[src/rtl/mbd_pkg.sv]
package mbd_pkg;

  typedef enum logic [1:0] {
    REGION_RAM    = 2'd0,
    REGION_FLASH  = 2'd1,
    REGION_PERIPH = 2'd2
  } region_e;

  // Region from the top bit and the "all middle bits set" term.
  function automatic region_e classify(input logic top_bit, input logic mid_all_ones);
    if (!top_bit)          return REGION_RAM;
    else if (!mid_all_ones) return REGION_FLASH;
    else                   return REGION_PERIPH;
  endfunction

endpackage

[src/rtl/mbd_addr_capture.sv]
module mbd_addr_capture #(
  parameter int HI_W = 8,
  parameter int LO_W = 8,
  parameter int IDX_W = 3,
  parameter logic [LO_W*IDX_W-1:0] LO_PERM = {3'd7, 3'd6, 3'd5, 3'd4, 3'd3, 3'd2, 3'd1, 3'd0}
) (
  input  logic                 clk,
  input  logic                 rst,
  input  logic                 ale,
  input  logic [LO_W-1:0]      ad_in,
  input  logic [HI_W-1:0]      addr_hi,
  output logic [HI_W+LO_W-1:0] addr_out
);

  logic [LO_W-1:0] lo_q;
  logic [HI_W-1:0] hi_q;
  logic [LO_W-1:0] lo_pins;

  // Low byte follows the port while the strobe is high, freezes once it drops.
  always_ff @(posedge clk) begin
    if (rst) begin
      lo_q <= '0;
      hi_q <= '0;
    end else begin
      hi_q <= addr_hi;
      if (ale) lo_q <= ad_in;
    end
  end

  // Board-level line swap: pin j is driven from latched bit LO_PERM[j].
  for (genvar j = 0; j < LO_W; j++) begin : g_perm
    assign lo_pins[j] = lo_q[LO_PERM[j*IDX_W +: IDX_W]];
  end

  assign addr_out = {hi_q, lo_pins};

endmodule

[src/rtl/mbd_region_decode.sv]
module mbd_region_decode
  import mbd_pkg::*;
#(
  parameter int HI_W   = 8,
  parameter int PSEL_W = 3,
  localparam int PERIPH_N = 1 << PSEL_W
) (
  input  logic                clk,
  input  logic                rst,
  input  logic [HI_W-1:0]     addr_hi,
  output logic                ram_sel_n,
  output logic                flash_sel_n,
  output logic [PERIPH_N-1:0] periph_sel_n
);

  logic                top_bit;
  logic                mid_all_ones;
  logic                mid_nand;
  region_e             region;
  logic                periph_en;
  logic [PERIPH_N-1:0] periph_hit;

  assign top_bit      = addr_hi[HI_W-1];
  assign mid_all_ones = &addr_hi[HI_W-2:PSEL_W];
  assign mid_nand     = ~mid_all_ones;
  assign region       = classify(top_bit, mid_all_ones);
  assign periph_en    = top_bit & ~mid_nand;

  // One comparator per window against the low bits of the high byte.
  for (genvar k = 0; k < PERIPH_N; k++) begin : g_win
    assign periph_hit[k] = periph_en && (addr_hi[PSEL_W-1:0] == PSEL_W'(k));
  end

  always_ff @(posedge clk) begin
    if (rst) begin
      ram_sel_n    <= 1'b1;
      flash_sel_n  <= 1'b1;
      periph_sel_n <= '1;
    end else begin
      ram_sel_n    <= (region != REGION_RAM);
      flash_sel_n  <= (region != REGION_FLASH);
      periph_sel_n <= ~periph_hit;
    end
  end

endmodule

[src/rtl/mbd_strobe_qual.sv]
module mbd_strobe_qual (
  input  logic clk,
  input  logic rst,
  input  logic rd_n,
  input  logic wr_n,
  input  logic fetch_n,
  output logic mem_rd_n,
  output logic mem_wr_n
);

  logic rd_any_n;
  logic wr_ok_n;

  assign rd_any_n = rd_n & fetch_n;
  assign wr_ok_n  = wr_n | ~fetch_n;

  always_ff @(posedge clk) begin
    if (rst) begin
      mem_rd_n <= 1'b1;
      mem_wr_n <= 1'b1;
    end else begin
      mem_rd_n <= rd_any_n;
      mem_wr_n <= wr_ok_n;
    end
  end

endmodule

[src/rtl/mbus_map_decoder.sv]
module mbus_map_decoder #(
  parameter int HI_W   = 8,
  parameter int LO_W   = 8,
  parameter int PSEL_W = 3,
  parameter logic [LO_W*$clog2(LO_W)-1:0] LO_PERM =
    {3'd7, 3'd6, 3'd5, 3'd4, 3'd3, 3'd2, 3'd1, 3'd0}
) (
  input  logic                     clk,
  input  logic                     rst,
  input  logic                     ale,
  input  logic [LO_W-1:0]          ad_in,
  input  logic [HI_W-1:0]          addr_hi,
  input  logic                     rd_n,
  input  logic                     wr_n,
  input  logic                     fetch_n,
  output logic [HI_W+LO_W-1:0]     mem_addr,
  output logic                     ram_sel_n,
  output logic                     flash_sel_n,
  output logic [(1<<PSEL_W)-1:0]   periph_sel_n,
  output logic                     mem_rd_n,
  output logic                     mem_wr_n
);

  localparam int IDX_W = $clog2(LO_W);

  mbd_addr_capture #(
    .HI_W(HI_W), .LO_W(LO_W), .IDX_W(IDX_W), .LO_PERM(LO_PERM)
  ) u_capture (
    .clk(clk), .rst(rst), .ale(ale), .ad_in(ad_in),
    .addr_hi(addr_hi), .addr_out(mem_addr)
  );

  mbd_region_decode #(
    .HI_W(HI_W), .PSEL_W(PSEL_W)
  ) u_decode (
    .clk(clk), .rst(rst), .addr_hi(addr_hi),
    .ram_sel_n(ram_sel_n), .flash_sel_n(flash_sel_n),
    .periph_sel_n(periph_sel_n)
  );

  mbd_strobe_qual u_strobe (
    .clk(clk), .rst(rst), .rd_n(rd_n), .wr_n(wr_n), .fetch_n(fetch_n),
    .mem_rd_n(mem_rd_n), .mem_wr_n(mem_wr_n)
  );

endmodule

[config.mk]
export PLATFORM = sky130hd
export DESIGN_NAME = mbus_map_decoder
export DESIGN_NICKNAME = d
export VERILOG_FILES = /design/src/rtl/mbd_pkg.sv /design/src/rtl/mbd_addr_capture.sv /design/src/rtl/mbd_region_decode.sv /design/src/rtl/mbd_strobe_qual.sv /design/src/rtl/mbus_map_decoder.sv
export SDC_FILE = /design/constraint.sdc
export NUM_CORES = 1
export LEC_CHECK = 0
export BUFFER_PORTS_ARGS = -buffer_cell sky130_fd_sc_hd__buf_2
export CORE_AREA = 10 10 56 67
export CTS_CLUSTER_DIAMETER = 60
export DETAILED_ROUTE_END_ITERATION = 6
export DIE_AREA = 0 0 66 77
export GPL_TIMING_DRIVEN = 0
export HOLD_SLACK_MARGIN = 0.05
export PLACE_DENSITY = 0.65
export SYNTH_ARGS = -nofsm -noshare
export SYNTH_HDL_FRONTEND = slang
export SYNTH_SLANG_ARGS = --single-unit
export TNS_END_PERCENT = 5
[constraint.sdc]
create_clock -name clk -period 0.8 [get_ports clk]
set_input_delay 0.16 -clock clk [delete_from_list [all_inputs] [get_ports clk]]
set_output_delay 0.16 -clock clk [all_outputs]
set_load 0.005 [all_outputs]
Yosys cells after proc, flatten, opt, wreduce, memory -nomap -nowiden:

Index checks and enable logic that the tools add are counted.

* output and inout bits: 28
* input bits: 22
* flip-flop bits (word level): 28

* reduce and logical (&&, ||, !) cells: 11
* equality and inequality tests: 8
* bitwise operators: 5
* mux-type cells: 2

Operators by type and width (count)
* $eq 3x3->1 const B: 4
* $logic_and 1x1->1: 8
* $not 8->8: 1
* $eq 3x2->1 const B: 2
* $mux 2: 2
* $reduce_and 4->1: 1
* $eq 3x1->1 const B: 1
* $logic_not 3->1: 1
* $and 1x1->1: 2
* $ne 2x1->1 const B: 1
* $reduce_bool 2->1: 1
* $not 1->1: 1
* $or 1x1->1: 1

Logic depth before layout (Yosys ltp):

* depth in word-level cells: 4
* mapped depth: 3
* depth with buffers taken out: 2

By module:

Synthesis repeated with hierarchy kept, for this count alone.

* cell total of the unflattened synthesis: 73
* area total of the unflattened synthesis: 874.6 µm²

By module, submodules not included
* mbd_addr_capture: instances 1, cells each 42, area an instance 499.2 µm², sequential area each 320.3 µm²
* mbd_region_decode: instances 1, cells each 27, area an instance 317.8 µm², sequential area each 200.2 µm²
* mbd_strobe_qual: instances 1, cells each 4, area an instance 57.6 µm², sequential area each 40.0 µm²

Worst setup path after synthesis:

No wires, ideal clock.

* path kind: input to register
* from: input port addr_hi[5]
* to: register u_decode.flash_sel_n
* path buffers: 1
* setup slack: 78 ps
* data required time: 683 ps
* cell stages on the path: 3
* arrival: 605 ps
* setup time: 117 ps
* cells stage by stage: and4_1 buf_4 nand2b_1

* longest elaborated chain between the ends: 4

Ends and longest elaborated chain
* start, declared: line mbus_map_decoder.sv:12 `input logic [HI_W-1:0] addr_hi,`
* $reduce_and 4->1: line mbd_region_decode.sv:24 `assign mid_all_ones = &addr_hi[HI_W-2:PSEL_W];`
* $mux 2: line mbd_pkg.sv:12 `else if (!mid_all_ones) return REGION_FLASH;`
* $mux 2: line mbd_pkg.sv:11 `if (!top_bit) return REGION_RAM;`
* $ne 2x1->1: line mbd_region_decode.sv:41 `flash_sel_n <= (region != REGION_FLASH);`
* end signal, assigned: line mbd_region_decode.sv:41
* end, declared: line mbd_region_decode.sv:12 `output logic flash_sel_n,`

Every way passes these cells.
A chain may end at the register's enable or synchronous reset.

Final worst setup path:

* from: register u_capture.lo_q[2], in the netlist u_capture.lo_pins[2]
* to: output port mem_addr[2]

RTL lines
* start, declared: line mbd_addr_capture.sv:15 `logic [LO_W-1:0] lo_q;`
* start signal, assigned: line mbd_addr_capture.sv:26 `if (ale) lo_q <= ad_in;`
* end, declared: line mbus_map_decoder.sv:16 `output logic [HI_W+LO_W-1:0] mem_addr,`

No word-level cell between the ends.

==> impl_metrics.ini <==
[final_layout]
diodes = 0
nNetsFinal = 154
drive_above_1_share_pct = 54.2
fin_area_sq_um = 1330
layout_commonest_cell = buf_2
fill_cells = 229
layout_common_cells = 37 x buf_2, 16 x dfxtp_1, 13 x buf_6
area_growth_pct = 50.9

[clock_network]
htree_num_levels = 1
cts-buffers-inserted = 3
cts.sinks = 28
clock_path_buffers = 2
tritoncts = done
clk_latency_ps = 310
path_clk_slew_ps = 140
cts-root-buf = clkbuf_4
post_cts_buffers = 0

[place]
pre_cts_slack_ps = -62.3
place.gp.congestion = 0.710
dp_hpwl_mm = 1.66
placed_area_sq_um = 1160
portBuffers = 48

[synthesis]
seq_area_frac_synth_pct = 63.7
syn_avg_cell_area_sq_um = 11.7
synth_cell_type_count = 19
syn-cell-area_sq_um = 880
ys_warn_count = 0
synthCells = 75
synthesis.nets = 97
synth_seq_cells = 28

[detailed_routing]
met1_length_um = 822
highest_layer = met4
met2_length_um = 971
drt_first_pass_iters = 4
wl_per_cell_um = 13.0
met3_length_um = 325
drt_iter0_drc = 14
via_count = 738
drtAntennaViolNets = 0
vias_per_cell = 4.50
routed_wirelength_mm = 2.13
drc = 0

[timing]
slew-limit-headroom_pct = 82.2
setup_viol = 28
max_freq_ghz = 1.07
finClkSkew_ps = 0
rsz0062_at_grt = true
post-route-period-util_pct = 117
fin_ws_ps = -136
tightest_slew_ps = 266
maxSlewViolCount = 0
hold_viol = 0
period_needed_ps = 936

[floorplanning]
start_util_pct = 35.5
core_area_sq_um = 2480
rows = 20
die-area_sq_um = 5080
die_height_um = 77
die_w_um = 66
pin_count = 50

[power]
total_leakage_power_uw = 0.000613
p_per_area_nw_per_um2 = 1830
ir_drop_uv = 1130

[global_route]
grt_max_degree = 16
grt_antenna_before_repair = 0
overflow = 0
grt_pass1_wl_mm = 3.46
first_global_vias = 793
grtUsageTotal_pct = 8.23

[setup_path]
crit_path_end_kind = output pin
cpPeakStageDelay_ps = 350
crit_path_top_delay_cell = dfxtp_2
critPathArrivalTime_ps = 780
cp_max_fo = 2
startpoint = u_capture.lo_pins[2]
worstReg2RegStart = u_capture.lo_pins[7]
cpLargestDelayFamily = flip-flops
crit_required_ps = 640
cp-start-kind = register
critPathKind = register to output pin
crit_path_cell_trace = buf_6
r2r_slack_ps = 180
path_buf_inv = 1

[hold_path]
min_path_type = primary input to register
holdCritStartpoint = addr_hi[4]

[status]
violations = negative setup slack
outcome = finished with violations

[job]
cap_viol_max_count = 0
[flip-flops by register name, indices dropped and copies added, names as in the netlist]
| register | flops |
|---|---|
| u_capture.hi_q | 8 |
| u_capture.lo_pins | 8 |
| u_decode.periph_sel_n | 8 |
| u_decode.flash_sel_n | 1 |
| u_decode.ram_sel_n | 1 |
| u_strobe.mem_rd_n | 1 |
| u_strobe.mem_wr_n | 1 |
[where the power goes]
group | total (uW) | switching (uW) | leakage [uW] | internal (uW)
logic | 291 | 118 | 0.000358 | 174
registers | 1480 | 23.2 | 0.000233 | 1460
clock network | 656 | 378 | 0.0000210 | 278
[cell families (layout without fill, tap and decap cells)]
family                 Yosys count  count (layout)  synth area share, %
buffers and inverters            4              60                 3.56
AND/OR/NAND/NOR                 34              34                 22.8
flip-flops                      28              28                 63.7
AO/OA/AOI/OAI                    1               1                0.854
multiplexers                     8               8                 9.10
[synth_stat cells]
cell type  count  area share, %
nor3b_2        1            1.4
nor2_1         9            3.8
buf_2          1           0.57
nor3b_1        1           0.85
buf_4          2            1.7
mux2i_1        8            9.1
and2b_1        1           0.85
nand2b_1       1           0.71
nand3_1        4            2.3
and4_1         1            1.0
or2_2          1           0.71
buf_6          1            1.3
a21o_1         1           0.85
nor3_2         1            1.1
nor2b_1        8            5.7
nand2_1        1           0.43
and3b_1        1            1.0
dfxtp_1       28             64
nand4_1        4            2.8
[metal layers]
metal	vias to the layer above	track usage, %
li1	365	-
met5	-	0
met2	40	13.2
met3	2	5.52
met4	0	1.89
met1	331	8.64
[through the flow]
step | TNS [ps] | utilization [%] | std cells | power [uW] | hold WS (ps)
detailed placement | -200 | 46.9 | 156 | 1750 | 343
global placement | -165 | 46.9 | 156 | 1740 | 338
finish | -3330 | 53.6 | 164 | 2430 | 62.3
floorplan | 0 | - | 75 | 1610 | 222
CTS | -3770 | 50.8 | 164 | 2430 | 50.5
global route | -4460 | 53.6 | 164 | 2550 | 55.0
[cell type report]
cell class              instances  area (sq um)  area share, %
plain buffers                   4          31.3           2.36
clock buffers                   4          36.3           2.73
multi-input cells              43           288           21.7
flip-flops and latches         28           576           43.4
well taps                      33          41.3           3.11
repair buffers                 52           355           26.8
[path summary, 6_finish.rpt]
kind	end	cells past startpoint
worst max-delay path	mem_addr[2]	1
worst min-delay path	u_capture.hi_q[4]	2
worst max register to register	u_capture.lo_pins[7]	2
worst min register to register	u_capture.lo_pins[1]	2
[repair_timing]
action	in CTS	in global routing
hold buffers	4	0
hold endpoints to repair	3	0
resized for setup	9	15
endpoints found under the setup margin	28	28
Note: power is estimated with default switching activity, not from simulation.
